File: config.mk
export PLATFORM = sky130hd
export DESIGN_NAME = irq_arbiter
export DESIGN_NICKNAME = d
export VERILOG_FILES = /design/src/rtl/irq_arb_pkg.sv /design/src/rtl/irq_pend_store.sv /design/src/rtl/irq_gate.sv /design/src/rtl/irq_pick.sv /design/src/rtl/irq_arbiter.sv
export SDC_FILE = /design/constraint.sdc
export NUM_CORES = 1
export LEC_CHECK = 0
export CORE_AREA = 8 8 53 55
export DETAILED_ROUTE_END_ITERATION = 10
export DIE_AREA = 0 0 61 63
export PLACE_DENSITY = 0.77
export SETUP_SLACK_MARGIN = 0.3
export SLEW_MARGIN = 20
export SYNTH_ARGS = -nofsm -noshare
export SYNTH_HDL_FRONTEND = slang
export SYNTH_SLANG_ARGS = --single-unit
File: constraint.sdc
create_clock -name clk -period 2.4 [get_ports clk]
set_input_delay 0.48 -clock clk [delete_from_list [all_inputs] [get_ports clk]]
set_output_delay 0.48 -clock clk [all_outputs]
set_load 0.02 [all_outputs]
File: src/rtl/irq_arb_pkg.sv
// Shared definitions for the pending interrupt arbiter.
// Assumes: source bit index equals its delivery code, lower code wins.
package irq_arb_pkg;

    localparam int NUM_SRC = 14;
    localparam int ID_W    = $clog2(NUM_SRC + 2);

    typedef enum logic [ID_W-1:0] {
        SRC_RESET  = 4'd0,
        SRC_MCHK   = 4'd1,
        SRC_DEBUG  = 4'd2,
        SRC_HDEC   = 4'd3,
        SRC_CEXT   = 4'd4,
        SRC_WDOG   = 4'd5,
        SRC_CDBELL = 4'd6,
        SRC_FIT    = 4'd7,
        SRC_PIT    = 4'd8,
        SRC_DEC    = 4'd9,
        SRC_EXT    = 4'd10,
        SRC_DBELL  = 4'd11,
        SRC_PERF   = 4'd12,
        SRC_THERM  = 4'd13,
        SRC_NONE   = 4'd15
    } src_id_e;

    // Which processor-state condition opens a source
    typedef enum logic [2:0] {
        G_ALWAYS,
        G_MCHK,
        G_HDEC,
        G_CRIT,
        G_NONCRIT
    } gate_e;

    // Gate class of a source, by its priority rank
    function automatic gate_e gate_of(int idx);
        if (idx == int'(SRC_RESET) || idx == int'(SRC_DEBUG)) return G_ALWAYS;
        if (idx == int'(SRC_MCHK))                            return G_MCHK;
        if (idx == int'(SRC_HDEC))                            return G_HDEC;
        if (idx >= int'(SRC_CEXT) && idx <= int'(SRC_CDBELL)) return G_CRIT;
        return G_NONCRIT;
    endfunction

    // Sources whose pending bit survives delivery in level mode
    function automatic logic [NUM_SRC-1:0] level_mask();
        logic [NUM_SRC-1:0] m;
        m = '0;
        m[SRC_CEXT] = 1'b1;
        m[SRC_EXT]  = 1'b1;
        return m;
    endfunction

endpackage

File: src/rtl/irq_pend_store.sv
// Pending request store: one bit per source.
// Set pulses and delivery clears land in the same edge; a set wins.
// Assumes clr_i carries at most one bit.
module irq_pend_store #(
    parameter int NSRC = irq_arb_pkg::NUM_SRC
) (
    input  logic            clk,
    input  logic            rst_n,
    input  logic [NSRC-1:0] set_i,
    input  logic [NSRC-1:0] clr_i,
    output logic [NSRC-1:0] pend_o
);

    logic [NSRC-1:0] pend_q;

    // Retire cleared bits, then merge new requests on top
    always_ff @(posedge clk) begin
        if (!rst_n) begin
            pend_q <= '0;
        end else begin
            pend_q <= (pend_q & ~clr_i) | set_i;
        end
    end

    assign pend_o = pend_q;

    // a set pulse is never lost, even against a clear
    a_r13_set_wins: assert property (@(posedge clk) disable iff (!rst_n)
        (|set_i) |=> ((pend_o & $past(set_i)) == $past(set_i)));

    // a clear with no competing set empties the bit
    a_r12_clear_takes: assert property (@(posedge clk) disable iff (!rst_n)
        (|(clr_i & ~set_i)) |=> ((pend_o & $past(clr_i & ~set_i)) == '0));

    // delivery retires at most one source per edge
    a_r4_one_clear: assert property (@(posedge clk) disable iff (!rst_n)
        $onehot0(clr_i));

endmodule

File: src/rtl/irq_gate.sv
// Eligibility gating: masks each pending bit with the processor-state
// condition of its class. Purely combinational.
module irq_gate #(
    parameter int NSRC = irq_arb_pkg::NUM_SRC
) (
    input  logic [NSRC-1:0] pend_i,
    input  logic            me_i,
    input  logic            ee_i,
    input  logic            ce_i,
    input  logic            hv_i,
    input  logic            pr_i,
    input  logic            hdec_en_i,
    output logic [NSRC-1:0] elig_o
);
    import irq_arb_pkg::*;

    logic hdec_open;

    // Hypervisor decrementer: own enable plus any one of three states
    assign hdec_open = hdec_en_i && (ee_i || !hv_i || pr_i);

    // One gate per source, chosen by its class
    for (genvar i = 0; i < NSRC; i++) begin : g_gate
        localparam gate_e CLS = gate_of(i);
        if (CLS == G_ALWAYS) begin : g_always
            assign elig_o[i] = pend_i[i];
        end else if (CLS == G_MCHK) begin : g_mchk
            assign elig_o[i] = pend_i[i] && me_i;
        end else if (CLS == G_HDEC) begin : g_hdec
            assign elig_o[i] = pend_i[i] && hdec_open;
        end else if (CLS == G_CRIT) begin : g_crit
            assign elig_o[i] = pend_i[i] && ce_i;
        end else begin : g_noncrit
            assign elig_o[i] = pend_i[i] && ee_i;
        end
    end

endmodule

File: src/rtl/irq_pick.sv
// Fixed-priority picker: the lowest-indexed eligible source wins.
// Gives the winner as a code and as a one-hot vector.
module irq_pick #(
    parameter int NSRC = irq_arb_pkg::NUM_SRC,
    parameter int IDW  = irq_arb_pkg::ID_W
) (
    input  logic [NSRC-1:0] elig_i,
    output logic [NSRC-1:0] win_oh_o,
    output logic [IDW-1:0]  win_id_o,
    output logic            any_o
);
    import irq_arb_pkg::*;

    // Scan from lowest priority up so the highest one is written last
    always_comb begin
        win_oh_o = '0;
        win_id_o = SRC_NONE;
        for (int i = NSRC - 1; i >= 0; i--) begin
            if (elig_i[i]) begin
                win_oh_o    = '0;
                win_oh_o[i] = 1'b1;
                win_id_o    = IDW'(i);
            end
        end
    end

    assign any_o = |elig_i;

endmodule

File: src/rtl/irq_arbiter.sv
// Prioritized pending interrupt arbiter (top).
// Stores requests, gates them by processor state, and delivers the
// highest-priority eligible one per open slot. Outputs are registered:
// a slot at edge k shows on take_o/exc_id_o right after edge k.
// Assumes arb_en_i is driven by the core once delivery is allowed.
module irq_arbiter (
    input  logic        clk,
    input  logic        rst_n,
    input  logic [13:0] set_i,
    input  logic        ext_level_i,
    input  logic        arb_en_i,
    input  logic        me_i,
    input  logic        ee_i,
    input  logic        ce_i,
    input  logic        hv_i,
    input  logic        pr_i,
    input  logic        hdec_en_i,
    output logic        take_o,
    output logic [3:0]  exc_id_o
);
    import irq_arb_pkg::*;

    localparam int              NSRC     = NUM_SRC;
    localparam logic [NSRC-1:0] LVL_MASK = level_mask();

    logic [NSRC-1:0] pend;
    logic [NSRC-1:0] elig;
    logic [NSRC-1:0] win_oh;
    logic [NSRC-1:0] clr_vec;
    logic [ID_W-1:0] win_id;
    logic            any_elig;
    logic            grant;
    logic            take_q;
    logic [ID_W-1:0] id_q;

    irq_pend_store #(.NSRC(NSRC)) u_pend (
        .clk    (clk),
        .rst_n  (rst_n),
        .set_i  (set_i),
        .clr_i  (clr_vec),
        .pend_o (pend)
    );

    irq_gate #(.NSRC(NSRC)) u_gate (
        .pend_i    (pend),
        .me_i      (me_i),
        .ee_i      (ee_i),
        .ce_i      (ce_i),
        .hv_i      (hv_i),
        .pr_i      (pr_i),
        .hdec_en_i (hdec_en_i),
        .elig_o    (elig)
    );

    irq_pick #(.NSRC(NSRC), .IDW(ID_W)) u_pick (
        .elig_i   (elig),
        .win_oh_o (win_oh),
        .win_id_o (win_id),
        .any_o    (any_elig)
    );

    // A slot grants only when something is eligible
    assign grant = arb_en_i && any_elig;

    // Retire the winner unless it is a level-signalled external source
    assign clr_vec = grant ? (win_oh & ~(ext_level_i ? LVL_MASK : '0)) : '0;

    // Register the delivery strobe and the code
    always_ff @(posedge clk) begin
        if (!rst_n) begin
            take_q <= 1'b0;
            id_q   <= SRC_NONE;
        end else begin
            take_q <= grant;
            id_q   <= grant ? win_id : SRC_NONE;
        end
    end

    assign take_o   = take_q;
    assign exc_id_o = id_q;

    // no strobe without a slot
    a_r4_strobe_needs_slot: assert property (@(posedge clk) disable iff (!rst_n)
        !arb_en_i |=> !take_o);

    // a strobe always carries a real source code
    a_r14_code_valid: assert property (@(posedge clk) disable iff (!rst_n)
        take_o |-> (exc_id_o != SRC_NONE && exc_id_o < 4'(NSRC)));

    // pending reset wins any slot
    a_r5_reset_first: assert property (@(posedge clk) disable iff (!rst_n)
        (arb_en_i && pend[SRC_RESET]) |=> (take_o && exc_id_o == SRC_RESET));

    // no machine check while its enable is low
    a_r6_mchk_gate: assert property (@(posedge clk) disable iff (!rst_n)
        (arb_en_i && !me_i) |=> (exc_id_o != SRC_MCHK));

    // critical tier closed while critical enable is low
    a_r8_crit_gate: assert property (@(posedge clk) disable iff (!rst_n)
        (arb_en_i && !ce_i) |=> !(exc_id_o >= SRC_CEXT && exc_id_o <= SRC_CDBELL));

    // non-critical tier closed while external enable is low
    a_r9_noncrit_gate: assert property (@(posedge clk) disable iff (!rst_n)
        (arb_en_i && !ee_i) |=> !(exc_id_o >= SRC_FIT && exc_id_o <= SRC_THERM));

    // a level-mode external delivery leaves its bit pending
    a_r11_level_keeps: assert property (@(posedge clk) disable iff (!rst_n)
        (arb_en_i && ext_level_i && pend[SRC_EXT]) |=> pend[SRC_EXT]);

endmodule

Yosys cells after proc, flatten, opt, wreduce, memory -nomap -nowiden
Index checks and enable logic that the tools add are counted.
Storage, ports and cells
  input bits: 24
  word-level logic and storage cells: 57
  output and inout bits: 5
  register bits: 19
Operators by class
  mux-type cells: 30
  reduce and logical (&&, ||, !) cells: 19
  bitwise logic cells: 5
Operators with widths (number)
  $mux 14: 15
  $mux 4: 8
  $and 14x14->14: 2
  $logic_and 1x1->1: 14
  $not 11->14: 1
  $not 14->14: 1
  $or 14x14->14: 1
  $reduce_or 14->1: 1
  $mux 3: 4
  $mux 11: 1
  $mux 2: 2
  $logic_or 1x1->1: 2
  $reduce_and 2->1: 1
  $logic_not 1->1: 1

Depth between registers and ports, before layout
Gate-level depths: netlist (run 1).
  depth in word-level cells: 20
  gate-level depth with buffers: 4
  depth with buffers taken out: 4

Modules after synthesis
A second synthesis (run 1) with hierarchy kept.
Unflattened totals
  cells, all modules: 123
  area, all modules: 1133.6 sq um
By module, submodules not included
  irq_pend_store: area an instance 484.2 sq um, cells each 43, times used 1
  irq_pick: area an instance 276.5 sq um, cells each 39, times used 1
  irq_arbiter: area an instance 266.5 sq um, cells each 26, times used 1
  irq_gate: area an instance 106.4 sq um, cells each 15, times used 1

Least setup slack after synthesis (run 1)
OpenSTA, ideal clock, no wires.
  kind: input to register
  start: in ee_i
  end: reg u_pend.pend_q[8] (netlist: u_pend.pend_o[8])
  data required time: 2267 ps
  cell stages on the path: 4
  path slack: 939 ps
  arrival time: 1329 ps
  path through: nor3b_4 -> o21bai_2 -> nor4_4 -> o21ai_0
On the way
  longest elaborated chain between the ends: 19
RTL lines
  start, declared: line irq_arbiter.sv:13  | input logic ee_i,
  $logic_and 1x1->1: line irq_gate.sv:34  | assign elig_o[i] = pend_i[i] && ee_i;
  $mux 14 (13 in series): line irq_pick.sv:19  | if (elig_i[i]) begin
  $and 14x14->14: line irq_arbiter.sv:66  | assign clr_vec = grant ? (win_oh & ~(ext_level_i ? LVL_MASK : '0)) : '0;
  $mux 14 *: line irq_arbiter.sv:66
  $not 14->14 *: line irq_pend_store.sv:21  | pend_q <= (pend_q & ~clr_i) | set_i;
  $and 14x14->14 *: line irq_pend_store.sv:21
  $or 14x14->14 *: line irq_pend_store.sv:21
  end signal, assigned: line irq_pend_store.sv:21
  end, declared: line irq_pend_store.sv:14  | logic [NSRC-1:0] pend_q;
Every way passes the cells marked *; elsewhere a longest branch is shown, timed or not.
A chain may end at the register's enable or synchronous reset.

Final worst setup path (run 1)
Same ends and word-level chain as after synthesis.

==> reports/summary.txt, run 1 <==
FP Rows - 17
Syn Nets - 127
Final worst slack - 587 ps
Synthesized flop and latch total - 19
WL met2 - 1.18 mm
Peak VDD IR - 0.000310 V
Initial antenna violation count - 0
Commonest cells in the netlist - dfxtp_1 (19), o21ai_0 (15), nand2_1 (11), nor2_1 (11), a21oi_1 (7)
Clock Sinks - 19
Post-DP HPWL - 1.86 mm
Number of synthesized flops with an enable pin - 0
Synth unique cells - 34
CP Cell Sequence - clkdlybuf4s50_1 -> nor3b_4 -> o21bai_2 -> nor4_4 -> o21ai_0
Dpl ws - 295 ps
Slew Limit Fails - 0
CTS tree - yes
Clk_lat worst skew - 280 ps
Overflow after GRT - 0
Die area - 3840 sq um
Fin util - 61.7%
Worst Path Required - 2570 ps
Die Span Y - 63 microns
Final hold viol count - 0
Synth area leader - dfxtp_1
# fillers - 199
Min-Delay Endpoint - u_pend.pend_o[8]$_SDFF_PN0_
Met3 Wirelength - 156 microns
Clk_skew - 1.91 ps
Delay-heaviest family, CP - simple AND/OR/NAND/NOR gates
Fin crit share - 75.5%
CP endpoint kind - flip-flop
Drt pass-1 iters - 4
Setup bufs post-CTS - 0
Unrepaired setup endpoints after global routing - no
Core Box Area - 2060 sq um
H-Tree Depth - 1
Setup TNS - 0 ps
Tightest Hold Check Type - flip-flop to flip-flop
Max Root-Sink Buffers - 2
Reg clk slew, reported paths - 100 ps
Arr. time, crit path - 1980 ps
Slowest-stage cell, CP - clkdlybuf4s50_1
Layout cell share with drive strength beyond 1 - 11.8%
Placed Instance Area - 1250 sq um
Sequential area share after synthesis - 41.4%
Hold path startpoint - u_pend.pend_o[8]$_SDFF_PN0_
Max incr delay on CP - 470 ps
DRT Wirelength - 2.36 mm
Worst-case reg-to-reg path depth - 4
Fin area - 1270 sq um
Leak Pwr - 0.000459 uW
Mapped Cells - 103
Routability congestion estimate - 0.776
Post-synthesis async set-or-reset flop share - 0%
Highest routed layer - met4
Layout Nets - 161
Detailed-route via count - 902
Final setup fails - 0
Vias in the first global route - 899
Antenna-violating nets left - 0
TritonCTS buffer count - 3
First-pass GRT wire length - 4.04 mm
WL met1 - 993 microns
Max Cap Violations - 0
Top-count cell post-synth - dfxtp_1
GRT Util Overall - 13.3%
R2r setup slk - 860 ps
P per Cell Area - 532 nW/um^2
Fin crit period - 1810 ps
Initial DRC count - 30
Worst R2R End - u_pend.pend_o[4]$_SDFF_PN0_
Yosys Warn Count - 0
Worst Path Class, Setup - input port to flip-flop
DRC Markers - 0
Max-Slew Margin vs Limit - 74.5%
Die width - 61 microns
Area contributors post-synth - dfxtp_1 (41%), o21ai_0 (8.2%), nand2_1 (4.5%)
Reg area - 380 sq um
Critical path peak fanout - 6
Multi-input gate area - 532 sq um
Buf/Inv on CP - 1
Buffers on Ports - 28
Status - complete, no violations
I/O pin total - 29
Root Driver - clkbuf_4
Worst slew pin tran - 379 ps
Hold_buf cts - 0
Synth top area share - 41.4%
Hold depth - 2
Post-CTS sizing - 0
Pin count of the biggest net entering global routing - 16
Post-synth top flop - dfxtp_1
Routed len/inst - 14.4 microns
Fmax - 552 MHz
Area Growth Syn to Fin - 38.4%
Syn Area/Cell - 8.93 sq um
Routed vias/inst - 5.50
N_diodes - 0
Starting Density - 44.6%
Startpoint types - input port
Syn Std Cell Area - 920 sq um
Worst flop-to-flop path startpoint - u_pend.pend_o[10]$_SDFF_PN0_
## worst max-delay path by stage
stage               startpoint                            to  slack (ps)  depth (start not counted)
floorplan                 ee_i   u_pend.pend_o[8]$_SDFF_PN0_         940                          4
global placement          ee_i   u_pend.pend_o[8]$_SDFF_PN0_         320                          5
detailed placement        ee_i   u_pend.pend_o[8]$_SDFF_PN0_         300                          5
CTS                       ee_i   u_pend.pend_o[8]$_SDFF_PN0_         600                          5
global route              ee_i  u_pend.pend_o[13]$_SDFF_PN0_         510                          5
finish                    ee_i   u_pend.pend_o[8]$_SDFF_PN0_         590                          5
## power by group
| group | switching (uW) | leakage (uW) | internal (uW) |
|---|---|---|---|
| logic | 72.2 | 0.000285 | 86.0 |
| registers | 22.8 | 0.000159 | 339 |
| clock network | 92.5 | 0.0000150 | 64.5 |
## worst register-to-register path, cell delays in order (launching register included)
cell     delay, ps
dfxtp_1        360
or4_4          590
o31ai_4        220
nand2_1        140
a31oi_1        170
## cell families (layout without fill, tap and decap cells)
group	Yosys count	after routing	synth area share [%]
AO/OA/AOI/OAI	42	42	31.8
AND/OR/NAND/NOR	40	40	26.0
flip-flops	19	19	41.4
buffers and inverters	2	35	0.816
## cells in the final DEF (no fill, tap or decap), types with 2 or more instances in the layout
| cell type | synthesis | final |
|---|---|---|
| clkdlybuf4s50_1 | 0 | 28 |
| dfxtp_1 | 19 | 19 |
| o21ai_0 | 15 | 15 |
| nand2_1 | 11 | 11 |
| nor2_1 | 11 | 11 |
| a21oi_1 | 7 | 7 |
| nor2b_1 | 5 | 5 |
| a31oi_1 | 5 | 5 |
| nor3_1 | 3 | 3 |
| clkbuf_4 | 0 | 3 |
| o21a_1 | 2 | 2 |
| buf_4 | 0 | 2 |
## metrics by stage
step	hold WS, ps	instances	power, uW
2_1_floorplan	474	103	448
3_3_place_gp	501	160	523
3_5_place_dp	505	160	527
4_1_cts	521	164	681
5_1_grt	577	164	713
6_report	525	164	677
## sequential cells by signal, summed over array words and instances (netlist names)
signal and cells:
u_pend.pend_o 14, take_o 1, exc_id_o 4
## layout make-up
cell class,instances,share of cell area [%]
repair buffers,30,23.2
multi-input cells,82,41.8
inverters,1,0.295
flip-flops and latches,19,29.9
clock buffers,4,2.06
well taps,28,2.75
## per-layer routing
metal	track usage, %	vias up
met5	0	-
met4	5.25	0
met3	4.73	2
met2	21.4	21
met1	15.2	424
li1	-	455
Note: power is estimated with default switching activity, not from simulation.
==> inputs of run 2 (changes only) <==
--- a/config.mk
+++ b/config.mk
@@ -5,10 +5,10 @@
 export SDC_FILE = /design/constraint.sdc
 export NUM_CORES = 1
 export LEC_CHECK = 0
-export CORE_AREA = 8 8 53 55
+export CORE_AREA = 8 8 57 59
 export DETAILED_ROUTE_END_ITERATION = 10
-export DIE_AREA = 0 0 61 63
-export PLACE_DENSITY = 0.77
+export DIE_AREA = 0 0 65 67
+export PLACE_DENSITY = 0.69
 export SETUP_SLACK_MARGIN = 0.3
 export SLEW_MARGIN = 20
 export SYNTH_ARGS = -nofsm -noshare
==> constraint.sdc (replaced) <==
create_clock -name clk -period 1.6 [get_ports clk]
set_input_delay 0.32 -clock clk [delete_from_list [all_inputs] [get_ports clk]]
set_output_delay 0.32 -clock clk [all_outputs]
set_load 0.02 [all_outputs]
==> run 2 against run 1 <==
Against the previous run:
- worst hold slack worse by 37 ps
- utilization up 0.44 points
- via count up 9.1%
- sequential power up 50%
- final cell count up 12%
- sequential cell count unchanged
- design area up 15%
- critical endpoint is now exc_id_o[2]$_SDFF_PN1_
- largest cell class unchanged
- highest routed layer unchanged
==> reports/summary.txt, run 2 (synthesis results as in run 1) <==
Vias in the first global route - 951 (was 899)
I/O pin total - 29 (unchanged)
Slowest-stage cell, CP - or4_4 (was clkdlybuf4s50_1)
Starting Density - 38.9% (was 44.6%)
Worst Path Required - 1840 ps (was 2570 ps)
Clk_skew - 2.16 ps (was 1.91 ps)
CP endpoint kind - flip-flop (unchanged)
Status - complete, no violations (unchanged)
Fin crit share - 93.8%
Tightest Hold Check Type - input port to flip-flop (was flip-flop to flip-flop)
Overflow after GRT - 0 (unchanged)
GRT Util Overall - 11.8% (was 13.3%)
Initial antenna violation count - 0 (unchanged)
Worst slew pin tran - 383 ps (was 379 ps)
Number of flip-flops in the largest register - 14 (unchanged)
Layout cell share with drive strength beyond 1 - 32.5% (was 11.8%)
Pin count of the biggest net entering global routing - 14 (was 16)
Clock Sinks - 19 (unchanged)
Post-DP HPWL - 1.97 mm (was 1.86 mm)
Design Power - 1090 uW (was 677 uW)
Routability congestion estimate - 0.874 (was 0.776)
CTS tree - yes (unchanged)
CP Cell Sequence - or4_4 -> buf_4 -> buf_6 -> and3_4 -> o21bai_1 (was clkdlybuf4s50_1 -> nor3b_4 -> o21bai_2 -> nor4_4 -> o21ai_0)
DRT Wirelength - 2.62 mm (was 2.36 mm)
Root Driver - clkbuf_4 (unchanged)
Fin crit period - 1500 ps
Peak VDD IR - 0.000524 V (was 0.000310 V)
Routed vias/inst - 5.35 (was 5.50)
Clk_lat worst skew - 300 ps (was 280 ps)
First-pass GRT wire length - 4.09 mm (was 4.04 mm)
Unrepaired setup endpoints after global routing - yes (was no)
Arr. time, crit path - 1740 ps (was 1980 ps)
Slew Limit Fails - 0 (unchanged)
Hold_buf cts - 0 (unchanged)
Reg clk slew, reported paths - 110 ps (was 100 ps)
Max Root-Sink Buffers - 2 (unchanged)
Max-Slew Margin vs Limit - 74.4% (was 74.5%)
Final hold viol count - 0 (unchanged)
Die Span Y - 67 microns (was 63 microns)
Die width - 65 microns (was 61 microns)
Commonest cells after routing, fill and taps aside - clkdlybuf4s50_1 (19), buf_4 (19), dfxtp_1 (14) (was clkdlybuf4s50_1 (28), dfxtp_1 (19), o21ai_0 (15))
Critical path peak fanout - 3 (was 6)
Initial DRC count - 18 (was 30)
Die area - 4360 sq um (was 3840 sq um)
FP Rows - 18 (was 17)
Core Box Area - 2360 sq um (was 2060 sq um)
Startpoint types - flip-flop (was input port)
H-Tree Depth - 1 (unchanged)
P per Cell Area - 743 nW/um^2 (was 532 nW/um^2)
Leak Pwr - 0.000572 uW (was 0.000459 uW)
Routed len/inst - 14.2 microns (was 14.4 microns)
Antenna-violating nets left - 0 (unchanged)
Fmax - 667 MHz
Max incr delay on CP - 550 ps (was 470 ps)
Final worst slack - 99.9 ps (was 587 ps)
Buffers on Ports - 28 (unchanged)
Layout Nets - 179 (was 161)
Detailed-route via count - 984 (was 902)
Max Cap Violations - 0 (unchanged)
TritonCTS buffer count - 3 (unchanged)
Dpl ws - -328 ps (was 295 ps)
N_diodes - 0 (unchanged)
Final setup fails - 0 (unchanged)
Drt pass-1 iters - 4 (unchanged)
Setup TNS - 0 ps (unchanged)
Worst Path Class, Setup - flip-flop to flip-flop (was input port to flip-flop)
DRC Markers - 0 (unchanged)
Area Growth Syn to Fin - 59.7% (was 38.4%)
-- run 2: area by class of cell --
cell class                      count  area (sq um)
Multi-Input combinational cell     82           582
Tap cell                           30          37.5
Clock inverter                      1          5.00
Fill cell                         223           896
Timing Repair Buffer               48           429
Clock buffer                        3          22.5
Inverter                            1          3.75
Sequential cell                    19           389
-- run 2: worst paths after layout --
| check | from | end | slack [ps] | cells past startpoint |
|---|---|---|---|---|
| worst max-delay path | u_pend.pend_o[9]$_SDFF_PN0_ | exc_id_o[2]$_SDFF_PN1_ | 100 | 5 |
| worst min-delay path | arb_en_i | take_o$_SDFF_PN0_ | 490 | 3 |
| worst max register to register | u_pend.pend_o[9]$_SDFF_PN0_ | exc_id_o[2]$_SDFF_PN1_ | 100 | 5 |
| worst min register to register | u_pend.pend_o[8]$_SDFF_PN0_ | u_pend.pend_o[8]$_SDFF_PN0_ | 550 | 2 |
-- run 2: where the power goes --
group | internal (uW) | switching (uW) | total (uW)
combinational | 165 | 132 | 297
sequential | 510 | 32.7 | 542
clock | 93.2 | 159 | 252
total | 768 | 324 | 1090
-- run 2: layer usage --
layer  GRT usage (%)  wire length, microns
met1            12.3                  1090
met2            22.0                  1400
met3            3.02                   118
met4            4.63                    15
met5               0                     0
-- run 2: through the flow --
| step | util, % | cell area [sq um] | hold slack [ps] | std cells |
|---|---|---|---|---|
| final | 62.1 | 1470 | 488 | 184 |
| after global routing | 62.1 | 1470 | 506 | 184 |
| after CTS | 59.8 | 1410 | 479 | 182 |
| after detailed placement | 55.7 | 1320 | 510 | 171 |
| after global placement | 55.7 | 1320 | 503 | 171 |
| after floorplan | - | 921 | 429 | 103 |
-- run 2: critical path: cells and delay by family, from the launching register on --
kind / cells / cell delay [ps]
simple gates: 2 / 720
compound gates: 1 / 120
flops: 1 / 340
buf+inv: 2 / 270
-- run 2: repair_timing --
item                                    CTS  global route
endpoints found under the setup margin   21            20
gates resized for setup                  20            14
buffers inserted                          7             2
pin swaps                                 8             6
